### src/rtl/rsq_pkg.sv
package rsq_pkg;
  typedef enum logic [3:0] {
    S_IDLE, S_LOOKUP, S_QUERY, S_WAIT_IDLE, S_SAVE_REQ,
    S_SAVE_WAIT, S_CFG, S_CFG_WAIT, S_RESTORE, S_COMMIT
  } seq_state_t;
endpackage

### src/rtl/rsq_slot_table.sv
module rsq_slot_table #(
  parameter int NUM_SLOTS = 4,
  parameter int MOD_W = 3,
  localparam int SLOT_W = (NUM_SLOTS > 1) ? $clog2(NUM_SLOTS) : 1
) (
  input  logic clk,
  input  logic rst,
  input  logic clr_en,
  input  logic [SLOT_W-1:0] clr_slot,
  input  logic set_en,
  input  logic [SLOT_W-1:0] set_slot,
  input  logic [MOD_W-1:0] set_mod,
  input  logic set_pv,
  input  logic [MOD_W-1:0] set_pred,
  input  logic [MOD_W-1:0] look_mod,
  output logic [NUM_SLOTS-1:0] valid_o,
  output logic [NUM_SLOTS-1:0][MOD_W-1:0] mod_o,
  output logic [NUM_SLOTS-1:0] pv_o,
  output logic [NUM_SLOTS-1:0][MOD_W-1:0] pred_o,
  output logic free_any,
  output logic [SLOT_W-1:0] free_idx,
  output logic hit_any,
  output logic [SLOT_W-1:0] hit_idx
);
  // occupant field doubles as the "last loaded" history of each slot
  always_ff @(posedge clk) begin
    if (rst) begin
      valid_o <= '0;
      mod_o   <= '0;
      pv_o    <= '0;
      pred_o  <= '0;
    end else begin
      if (clr_en) valid_o[clr_slot] <= 1'b0;
      if (set_en) begin
        valid_o[set_slot] <= 1'b1;
        mod_o[set_slot]   <= set_mod;
        pv_o[set_slot]    <= set_pv;
        pred_o[set_slot]  <= set_pred;
      end
    end
  end

  always_comb begin
    free_any = 1'b0;
    free_idx = '0;
    hit_any  = 1'b0;
    hit_idx  = '0;
    for (int i = NUM_SLOTS - 1; i >= 0; i--) begin
      if (!valid_o[i]) begin
        free_any = 1'b1;
        free_idx = SLOT_W'(i);
      end
      if (valid_o[i] && (mod_o[i] == look_mod)) begin
        hit_any = 1'b1;
        hit_idx = SLOT_W'(i);
      end
    end
  end
endmodule

### src/rtl/rsq_victim_pick.sv
module rsq_victim_pick #(
  parameter int NUM_SLOTS = 4,
  parameter int MOD_W = 3,
  localparam int SLOT_W = (NUM_SLOTS > 1) ? $clog2(NUM_SLOTS) : 1
) (
  input  logic [NUM_SLOTS-1:0] idle_mask,
  input  logic [NUM_SLOTS-1:0] occ,
  input  logic [NUM_SLOTS-1:0] pv,
  input  logic [NUM_SLOTS-1:0][MOD_W-1:0] pred,
  input  logic [MOD_W-1:0] want,
  output logic found,
  output logic [SLOT_W-1:0] slot
);
  logic [NUM_SLOTS-1:0] cand;
  logic [NUM_SLOTS-1:0] pref;

  for (genvar gi = 0; gi < NUM_SLOTS; gi++) begin : g_cand
    assign cand[gi] = idle_mask[gi] & occ[gi];
    assign pref[gi] = cand[gi] & ~(pv[gi] && (pred[gi] == want));
  end

  always_comb begin
    found = |cand;
    slot  = '0;
    for (int i = NUM_SLOTS - 1; i >= 0; i--) begin
      if ((|pref) ? pref[i] : cand[i]) slot = SLOT_W'(i);
    end
  end
endmodule

### src/rtl/rsq_ctx_store.sv
module rsq_ctx_store #(
  parameter int DEPTH = 160,
  parameter int DW = 10,
  localparam int AW = (DEPTH > 1) ? $clog2(DEPTH) : 1
) (
  input  logic clk,
  input  logic we,
  input  logic [AW-1:0] waddr,
  input  logic [DW-1:0] wdata,
  input  logic [AW-1:0] raddr,
  output logic [DW-1:0] rdata
);
  logic [DW-1:0] mem [DEPTH];

  always_ff @(posedge clk) begin
    if (we) mem[waddr] <= wdata;
    rdata <= mem[raddr];
  end
endmodule

### src/rtl/slot_reconfig_seq.sv
module slot_reconfig_seq
  import rsq_pkg::*;
#(
  parameter int NUM_SLOTS = 4,
  parameter int NUM_MODS = 8,
  parameter int CTX_WORDS = 20,
  parameter int CTX_W = 10,
  parameter int FA_W = 24,
  parameter int TMO_W = 16,
  parameter logic [FA_W-1:0] BS_BASE = 24'h001000,
  parameter logic [FA_W-1:0] BS_SPAN = 24'h008000,
  localparam int SLOT_W = (NUM_SLOTS > 1) ? $clog2(NUM_SLOTS) : 1,
  localparam int MOD_W = (NUM_MODS > 1) ? $clog2(NUM_MODS) : 1
) (
  input  logic clk,
  input  logic rst,
  input  logic req_valid,
  input  logic [MOD_W-1:0] req_mod,
  output logic req_ready,
  output logic seq_busy,
  output logic [NUM_SLOTS-1:0] slot_valid,
  output logic [NUM_SLOTS*MOD_W-1:0] slot_mod,
  output logic idle_query,
  input  logic idle_resp_valid,
  input  logic [NUM_SLOTS-1:0] idle_mask,
  output logic [SLOT_W-1:0] target_slot,
  output logic save_req,
  input  logic save_valid,
  input  logic [CTX_W-1:0] save_word,
  input  logic [TMO_W-1:0] cfg_timeout,
  output logic cfg_start,
  output logic [FA_W-1:0] cfg_start_addr,
  output logic [FA_W-1:0] cfg_end_addr,
  input  logic cfg_done,
  output logic restore_valid,
  output logic [CTX_W-1:0] restore_word,
  output logic restore_sync,
  output logic load_done,
  output logic err
);
  localparam int DEPTH = NUM_MODS * CTX_WORDS;
  localparam int AW = (DEPTH > 1) ? $clog2(DEPTH) : 1;
  localparam int CIW = (CTX_WORDS > 1) ? $clog2(CTX_WORDS) : 1;
  localparam logic [CIW-1:0] LAST_W = CIW'(CTX_WORDS - 1);

  seq_state_t state;
  logic [MOD_W-1:0] cur_mod, vic_mod;
  logic vic_has;
  logic [CIW-1:0] widx;
  logic [TMO_W-1:0] tcnt;
  logic [NUM_MODS-1:0] saved;
  logic rest_zero_q;
  logic [CTX_W-1:0] rd_word;

  logic [NUM_SLOTS-1:0][MOD_W-1:0] mod_tab, pred_tab;
  logic [NUM_SLOTS-1:0] pv_tab;
  logic free_any, hit_any, pick_found;
  logic [SLOT_W-1:0] free_idx, hit_idx, pick_slot;
  logic clr_en;

  assign clr_en = (state == S_WAIT_IDLE) && idle_resp_valid && pick_found;

  rsq_slot_table #(.NUM_SLOTS(NUM_SLOTS), .MOD_W(MOD_W)) u_table (
    .clk(clk), .rst(rst),
    .clr_en(clr_en), .clr_slot(pick_slot),
    .set_en(state == S_COMMIT), .set_slot(target_slot), .set_mod(cur_mod),
    .set_pv(vic_has), .set_pred(vic_mod),
    .look_mod(cur_mod),
    .valid_o(slot_valid), .mod_o(mod_tab), .pv_o(pv_tab), .pred_o(pred_tab),
    .free_any(free_any), .free_idx(free_idx), .hit_any(hit_any), .hit_idx(hit_idx)
  );

  rsq_victim_pick #(.NUM_SLOTS(NUM_SLOTS), .MOD_W(MOD_W)) u_pick (
    .idle_mask(idle_mask), .occ(slot_valid), .pv(pv_tab), .pred(pred_tab),
    .want(cur_mod), .found(pick_found), .slot(pick_slot)
  );

  rsq_ctx_store #(.DEPTH(DEPTH), .DW(CTX_W)) u_ctx (
    .clk(clk),
    .we((state == S_SAVE_WAIT) && save_valid),
    .waddr(AW'(vic_mod) * AW'(CTX_WORDS) + AW'(widx)),
    .wdata(save_word),
    .raddr(AW'(cur_mod) * AW'(CTX_WORDS) + AW'(widx)),
    .rdata(rd_word)
  );

  assign slot_mod       = mod_tab;
  assign req_ready      = (state == S_IDLE);
  assign seq_busy       = (state != S_IDLE);
  assign idle_query     = (state == S_QUERY);
  assign save_req       = (state == S_SAVE_REQ);
  assign cfg_start      = (state == S_CFG);
  assign cfg_start_addr = BS_BASE + FA_W'(cur_mod) * BS_SPAN;
  assign cfg_end_addr   = cfg_start_addr + BS_SPAN - FA_W'(1);
  assign restore_word   = rest_zero_q ? '0 : rd_word;

  always_ff @(posedge clk) begin
    if (rst) begin
      state         <= S_IDLE;
      cur_mod       <= '0;
      vic_mod       <= '0;
      vic_has       <= 1'b0;
      target_slot   <= '0;
      widx          <= '0;
      tcnt          <= '0;
      saved         <= '0;
      rest_zero_q   <= 1'b1;
      restore_valid <= 1'b0;
      restore_sync  <= 1'b0;
      load_done     <= 1'b0;
      err           <= 1'b0;
    end else begin
      load_done     <= 1'b0;
      err           <= 1'b0;
      restore_valid <= 1'b0;
      case (state)
        S_IDLE: if (req_valid) begin
          cur_mod <= req_mod;
          state   <= S_LOOKUP;
        end
        S_LOOKUP: begin
          if (hit_any) begin
            target_slot <= hit_idx;
            load_done   <= 1'b1;
            state       <= S_IDLE;
          end else if (free_any) begin
            target_slot <= free_idx;
            vic_has     <= 1'b0;
            state       <= S_CFG;
          end else begin
            state <= S_QUERY;
          end
        end
        S_QUERY: state <= S_WAIT_IDLE;
        S_WAIT_IDLE: if (idle_resp_valid) begin
          if (pick_found) begin
            target_slot <= pick_slot;
            vic_has     <= 1'b1;
            vic_mod     <= mod_tab[pick_slot];
            state       <= S_SAVE_REQ;
          end else begin
            state <= S_QUERY;
          end
        end
        S_SAVE_REQ: begin
          widx  <= '0;
          state <= S_SAVE_WAIT;
        end
        S_SAVE_WAIT: if (save_valid) begin
          if (widx == LAST_W) begin
            saved[vic_mod] <= 1'b1;
            state          <= S_CFG;
          end else begin
            widx <= widx + 1'b1;
          end
        end
        S_CFG: begin
          tcnt         <= '0;
          restore_sync <= 1'b0;
          state        <= S_CFG_WAIT;
        end
        S_CFG_WAIT: begin
          if (cfg_done) begin
            widx        <= '0;
            rest_zero_q <= !saved[cur_mod];
            state       <= S_RESTORE;
          end else if (tcnt == cfg_timeout) begin
            err   <= 1'b1;
            state <= S_IDLE;
          end else begin
            tcnt <= tcnt + 1'b1;
          end
        end
        S_RESTORE: begin
          restore_valid <= 1'b1;
          restore_sync  <= !restore_sync;
          if (widx == LAST_W) state <= S_COMMIT;
          else widx <= widx + 1'b1;
        end
        S_COMMIT: begin
          load_done <= 1'b1;
          state     <= S_IDLE;
        end
        default: state <= S_IDLE;
      endcase
    end
  end
endmodule

### config.mk
export PLATFORM = sky130hd
export DESIGN_NAME = slot_reconfig_seq
export DESIGN_NICKNAME = d
export VERILOG_FILES = /design/src/rtl/rsq_pkg.sv /design/src/rtl/rsq_slot_table.sv /design/src/rtl/rsq_victim_pick.sv /design/src/rtl/rsq_ctx_store.sv /design/src/rtl/slot_reconfig_seq.sv
export SDC_FILE = /design/constraint.sdc
export NUM_CORES = 2
export LEC_CHECK = 0
export BUFFER_PORTS_ARGS = -buffer_cell sky130_fd_sc_hd__buf_2
export CORE_MARGIN = 4
export CORE_UTILIZATION = 50
export DETAILED_ROUTE_END_ITERATION = 7
export PLACE_DENSITY = 0.68
export SKIP_CTS_REPAIR_TIMING = 1
export SYNTH_ARGS = -nofsm -noshare
export SYNTH_HDL_FRONTEND = slang
export SYNTH_SLANG_ARGS = --single-unit
### constraint.sdc
create_clock -name clk -period 3.11 [get_ports clk]
set_input_delay 0.311 -clock clk [delete_from_list [all_inputs] [get_ports clk]]
set_output_delay 0.311 -clock clk [all_outputs]
set_load 0.01 [all_outputs]
# After elaboration in Yosys (flattened, before gate mapping)
# Memory sizes are Yosys's and may differ from the RTL's. A register that Yosys moved wholly into a read port is not among the register bits.
# Index checks and enable logic that the tools add are counted.
# W data, S select, Z words.
[totals]
ff_bits = 79
mem_bits_rw = 1600
out_inout_bits = 85
memories = 1
[memory_table]
columns = ["memory", "depth", "word_bits", "rd", "rd_ports_with_merged_regs", "write_ports", "line_no", "source"]
rows = [
  ["u_ctx.mem", 160, 10, 1, 1, 1, "rsq_ctx_store.sv:13", "logic [DW-1:0] mem [DEPTH];"],
]
[classes]
n_addsub = 7
mul = 2
order_cmp = 7
n_eq_ne = 32
muxes = 78
bitwise = 17
reduce_logical = 34
[op_table]
columns = ["op", "count"]
rows = [
  ["$mux W4", 10],
  ["$pmux W4 S9", 1],
  ["$mux W16", 2],
  ["$mux W2", 16],
  ["$pmux W16 S2", 1],
  ["$mux W1", 25],
  ["$bwmux W12", 2],
  ["$eq A3 B3 Y1", 8],
  ["$sub A20 B1 Y21 const B", 1],
  ["$add A19 B16 Y20 const B", 1],
  ["$ne A2 B2 Y1 const B", 10],
  ["$pmux W5 S4", 1],
  ["$add A13 B18 Y19 const A", 1],
  ["$add A16 B1 Y16 const B", 1],
  ["$add A8 B5 Y8", 2],
  ["$eq A16 B16 Y1", 1],
  ["$eq A4 B3 Y1 const B", 4],
  ["$mux W3", 5],
  ["$mux W5", 3],
  ["$logic_and A1 B1 Y1", 14],
  ["$mul A3 B3 Y6 const B", 2],
  ["$reduce_and A3 Y1", 4],
  ["$mux W10", 1],
  ["$and A1 B1 Y1", 8],
  ["other kinds (34)", 53],
]

# Longest topological paths before layout
[depth]
word_depth = 20
mapped_depth = 10
mapped_depth_nobuf = 9

# Hierarchy
# From an unflattened synthesis, not the netlist that was laid out.
[hier_totals]
cells_unflattened = 3533
hier_area_um2 = 67398.4
[modules_own_cells]
columns = ["module", "instances", "cells_each", "area_each_um2"]
rows = [
  ["rsq_ctx_store", 1, 2973, 62501.2],
  ["slot_reconfig_seq", 1, 389, 3249.4],
  ["rsq_slot_table", 1, 139, 1406.3],
  ["rsq_victim_pick", 1, 32, 241.5],
]

# Worst setup path after synthesis
# OpenSTA, ideal clock, no wires.
[synth_timing]
kind = "register -> register"
from = "reg vic_mod[0]"
to = "mem u_ctx.mem[69][0], enable pin"
arrival_ns = 2.629
path_slack_ns = 0.105
path_stages_with_launch = 9
path_buffers = 1
synth_period_minus_slack_ns = 3.005
cell_sequence = "dfxtp_1 > ha_1 > ha_1 > a21o_1 > and4_1 > nor3_1 > nand2_1 > clkbuf_1 > nor2_1"
[synth_between]
elab_chain_cells = 2
[synth_rtl]
columns = ["element", "line_no", "source"]
rows = [
  ["start, declared", "slot_reconfig_seq.sv:47", "logic [MOD_W-1:0] cur_mod, vic_mod;"],
  ["start signal, assigned", "slot_reconfig_seq.sv:139", "vic_mod <= mod_tab[pick_slot];"],
  ["$mul A3 B3 Y6", "slot_reconfig_seq.sv:81", ".waddr(AW'(vic_mod) * AW'(CTX_WORDS) + AW'(widx)),"],
  ["$add A8 B5 Y8", "slot_reconfig_seq.sv:81", ""],
  ["end, declared", "rsq_ctx_store.sv:13", ""],
]
# No other way between the ends.

# Final worst setup path
[layout_timing]
from = "reg cur_mod[0]"
to = "reg u_ctx.rdata[1] (read register of u_ctx.mem)"
[layout_between]
elab_chain_cells = 2
[layout_rtl]
columns = ["element", "line_no", "source"]
rows = [
  ["start, declared", "slot_reconfig_seq.sv:47", ""],
  ["start signal, assigned", "slot_reconfig_seq.sv:118", "cur_mod <= req_mod;"],
  ["$mul A3 B3 Y6", "slot_reconfig_seq.sv:83", ".raddr(AW'(cur_mod) * AW'(CTX_WORDS) + AW'(widx)),"],
  ["$add A8 B5 Y8", "slot_reconfig_seq.sv:83", ""],
  ["end, declared", "rsq_ctx_store.sv:11", "output logic [DW-1:0] rdata"],
]
# No other way between the ends.
# A chain may end at the register's enable or synchronous reset.

==> flow_summary.json <==
{
  "drc_errors": 0,
  "syn_area_mm2": 0.0667,
  "tightest_slew_ns": 1.10,
  "clock_latency_ns": 0.79,
  "die_area_mm2": 0.139,
  "fillCellCount": 9358,
  "skew_ns": 0.0260,
  "rsz0062_at_grt": "yes",
  "regToRegSetupSlack_ns": 0.05,
  "post-route-min-period_ns": 3.06,
  "synth_ff_type": "edfxtp_1",
  "drv_cap": 0,
  "critical_path_class": "reg -> reg",
  "cts-root-buf": "clkbuf_16",
  "path_buf_inv": 3,
  "grt_pass1_wl_um": 239000,
  "syn_inst": 3262,
  "grt_pass1_vias": 33576,
  "relSlewSlack": 0.262,
  "grt_overflow": 0,
  "avgSynthCellArea_um2": 20.4,
  "coreArea_mm2": 0.132,
  "status": "finished with violations",
  "grt_max_degree": 85,
  "start_kind": "flop",
  "nNetsFinal": 3784,
  "violations": "negative hold slack",
  "timing.fmax_mhz": 327,
  "hpwlAfterDp_um": 105000,
  "cp_top_family": "adder cells",
  "cts_tree": "done",
  "seq_area_frac_synth": 0.747,
  "ys_types": 67,
  "ir_drop_uv": 514,
  "setup_violations": 0,
  "ys_ff_latch": 1689,
  "port_buffers": 82,
  "drtAntennaViolNets": 0,
  "wl_per_cell_um": 29.4,
  "htreeDepth": 4,
  "routed-via-count": 34346,
  "drv_slew": 0,
  "vias_per_cell": 6.11,
  "final_core_util": 0.586,
  "use_met1": 0.336,
  "drive_gt1_frac": 0.305,
  "grt.met3_usage": 0.0473,
  "fp-row-count": 133,
  "syn2layout_area_growth_pct": 16.0,
  "power.density_mw_per_mm2": 638,
  "cp_data_arrival_time_ns": 3.72,
  "p_leak_nw": 24.5,
  "cp_slowest_cell": "fa_4",
  "drtIter0Drc": 4189,
  "clockBufferDepth": 3,
  "end_kind": "flop",
  "ys_warn_count": 0,
  "slowest_delay_ns": 0.85,
  "async_flop_share": 0,
  "gp_congestion": 0.893,
  "use_met2": 0.369,
  "required_ns": 3.77,
  "crit_fanout": 17,
  "synth_edf_count": 1600,
  "path_clk_slew_ns": 0.06,
  "die_w_um": 373,
  "period_share": 0.983,
  "die_y_um": 373,
  "track_usage": 0.234,
  "crit_chain": "ha_4 -> fa_4 -> buf_12 -> clkbuf_16 -> mux4_2 -> nor2b_1 -> nor4_1 -> buf_4 -> nand4_1",
  "numCtsBuffers": 168,
  "dr.pass1.iters": 5,
  "multi_input_comb_area_mm2": 0.0159,
  "io_pins": 124,
  "antenna_found_initial": 5,
  "seq_area_mm2": 0.0498,
  "cts_num_sinks": 1689,
  "whs_ns": -0.00789,
  "totalWireLength_um": 165000,
  "start_util": 0.505,
  "grt.busiest_layer": "met2",
  "hold_viol_final": 1,
  "hold_path_class": "in -> reg"
}
-- layout by cell type, fill, tap and decap left out, drive strengths merged, types with 21 or more instances in the layout --
cell type  netlist  routed
a21oi           67      67
inv             16      21
nand4           30      30
clkbuf          91     221
a22oi           91      91
mux4           462     462
nand2           93      93
nand3           34      34
xnor2           30      30
nor2b           56      56
edfxtp        1600    1600
mux2i           28      28
conb             2      41
nor2           232     233
clkinv           0      65
xor2            22      22
dfxtp           89      89
buf            122     456
-- power breakdown --
group | switching [mW] | total [mW] | internal (mW) | leakage (nW)
Combinational | 2.68 | 4.55 | 1.88 | 6.77
Sequential | 0.203 | 25.2 | 25.0 | 15.1
Clock | 8.43 | 19.6 | 11.2 | 2.59
Total | 11.3 | 49.4 | 38.1 | 24.5
-- worst register-to-register path, cell delays in order, from the launching register on --
cell and delay, ns:
dfxtp_2 0.34, ha_4 0.18, fa_4 0.85, buf_12 0.15
clkbuf_16 0.25, mux4_2 0.31, nor2b_1 0.14, nor4_1 0.42
buf_4 0.22, nand4_1 0.07
-- cell families (layout without fill, tap and decap cells) --
| logic type | after synthesis | count (layout) | share of synthesized area |
|---|---|---|---|
| adders and majority gates | 20 | 20 | 0.00398 |
| other | 2 | 43 | 0.000113 |
| DFF | 1689 | 1689 | 0.747 |
| AOI/OAI and AO/OA | 258 | 258 | 0.0269 |
| buffers and inverters | 229 | 788 | 0.0182 |
| and+or+nand+nor | 522 | 523 | 0.0367 |
| muxes | 490 | 490 | 0.160 |
| xor gates and xnor gates | 52 | 52 | 0.00683 |
-- metal layers --
| metal | wire length (µm) | up-vias |
|---|---|---|
| met3 | 14500 | 255 |
| li1 | - | 14373 |
| met5 | 19 | - |
| met2 | 79900 | 1690 |
| met1 | 66300 | 18024 |
| met4 | 4460 | 4 |
-- sequential cells by signal, summed over array words and instances (netlist names), 2 cells and up --
register	cells
saved	8
state	4
target_slot	2
vic_mod	3
cur_mod	3
u_table.valid_o	4
tcnt	16
widx	5
u_table.pv_o	4
u_ctx.mem	1600
u_ctx.rdata	10
u_table.mod_o	12
u_table.pred_o	12
-- through the flow --
stage	worst slack (ns)	std cells	power [mW]	instance area, µm²	TNS (ns)
after floorplan	0.105	3301	28.1	66800	0
after detailed placement	-0.200	5293	30.0	71700	-1.14
after CTS	-0.210	5599	49.6	77000	-1.19
final	0.0536	5618	49.4	77400	0
after global placement	-0.113	5293	30.0	71700	-0.677
after global routing	-0.0153	5616	51.0	77400	-0.259
-- final timing paths --
check                                 startpoint                        endpoint  cells after the start
hold reg to reg   u_table.pred_o[5]$_SDFFE_PP0P_  u_table.pred_o[5]$_SDFFE_PP0P_                      2
setup / recovery         cur_mod[0]$_SDFFE_PP0P_          u_ctx.rdata[1]$_DFF_P_                      9
setup reg to reg         cur_mod[0]$_SDFFE_PP0P_          u_ctx.rdata[1]$_DFF_P_                      9
hold / removal                        req_mod[1]         cur_mod[1]$_SDFFE_PP0P_                      3
-- synthesized netlist by cell type, types with 34 or more instances --
master    count  area (µm²)
nand2_1      93         349
buf_2        41         205
dfxtp_1      89        1780
a21oi_1      67         335
nor2_1      232         871
clkbuf_1     91         342
nor2b_1      56         350
nand3_1      34         170
buf_4        53         398
mux4_2      462       10400
edfxtp_1   1600       48000
a22oi_1      91         683
-- layout make-up --
type,count,share of cell area
sequential,1689,0.644
multi-input combinational,1384,0.206
clock buffer,219,0.0584
timing repair buffer,466,0.0519
tap,1755,0.0284
clock inverter,87,0.0107
inverter,16,0.000776
antenna,2,0.0000647
No activity file was read; power rests on OpenSTA's default activity.
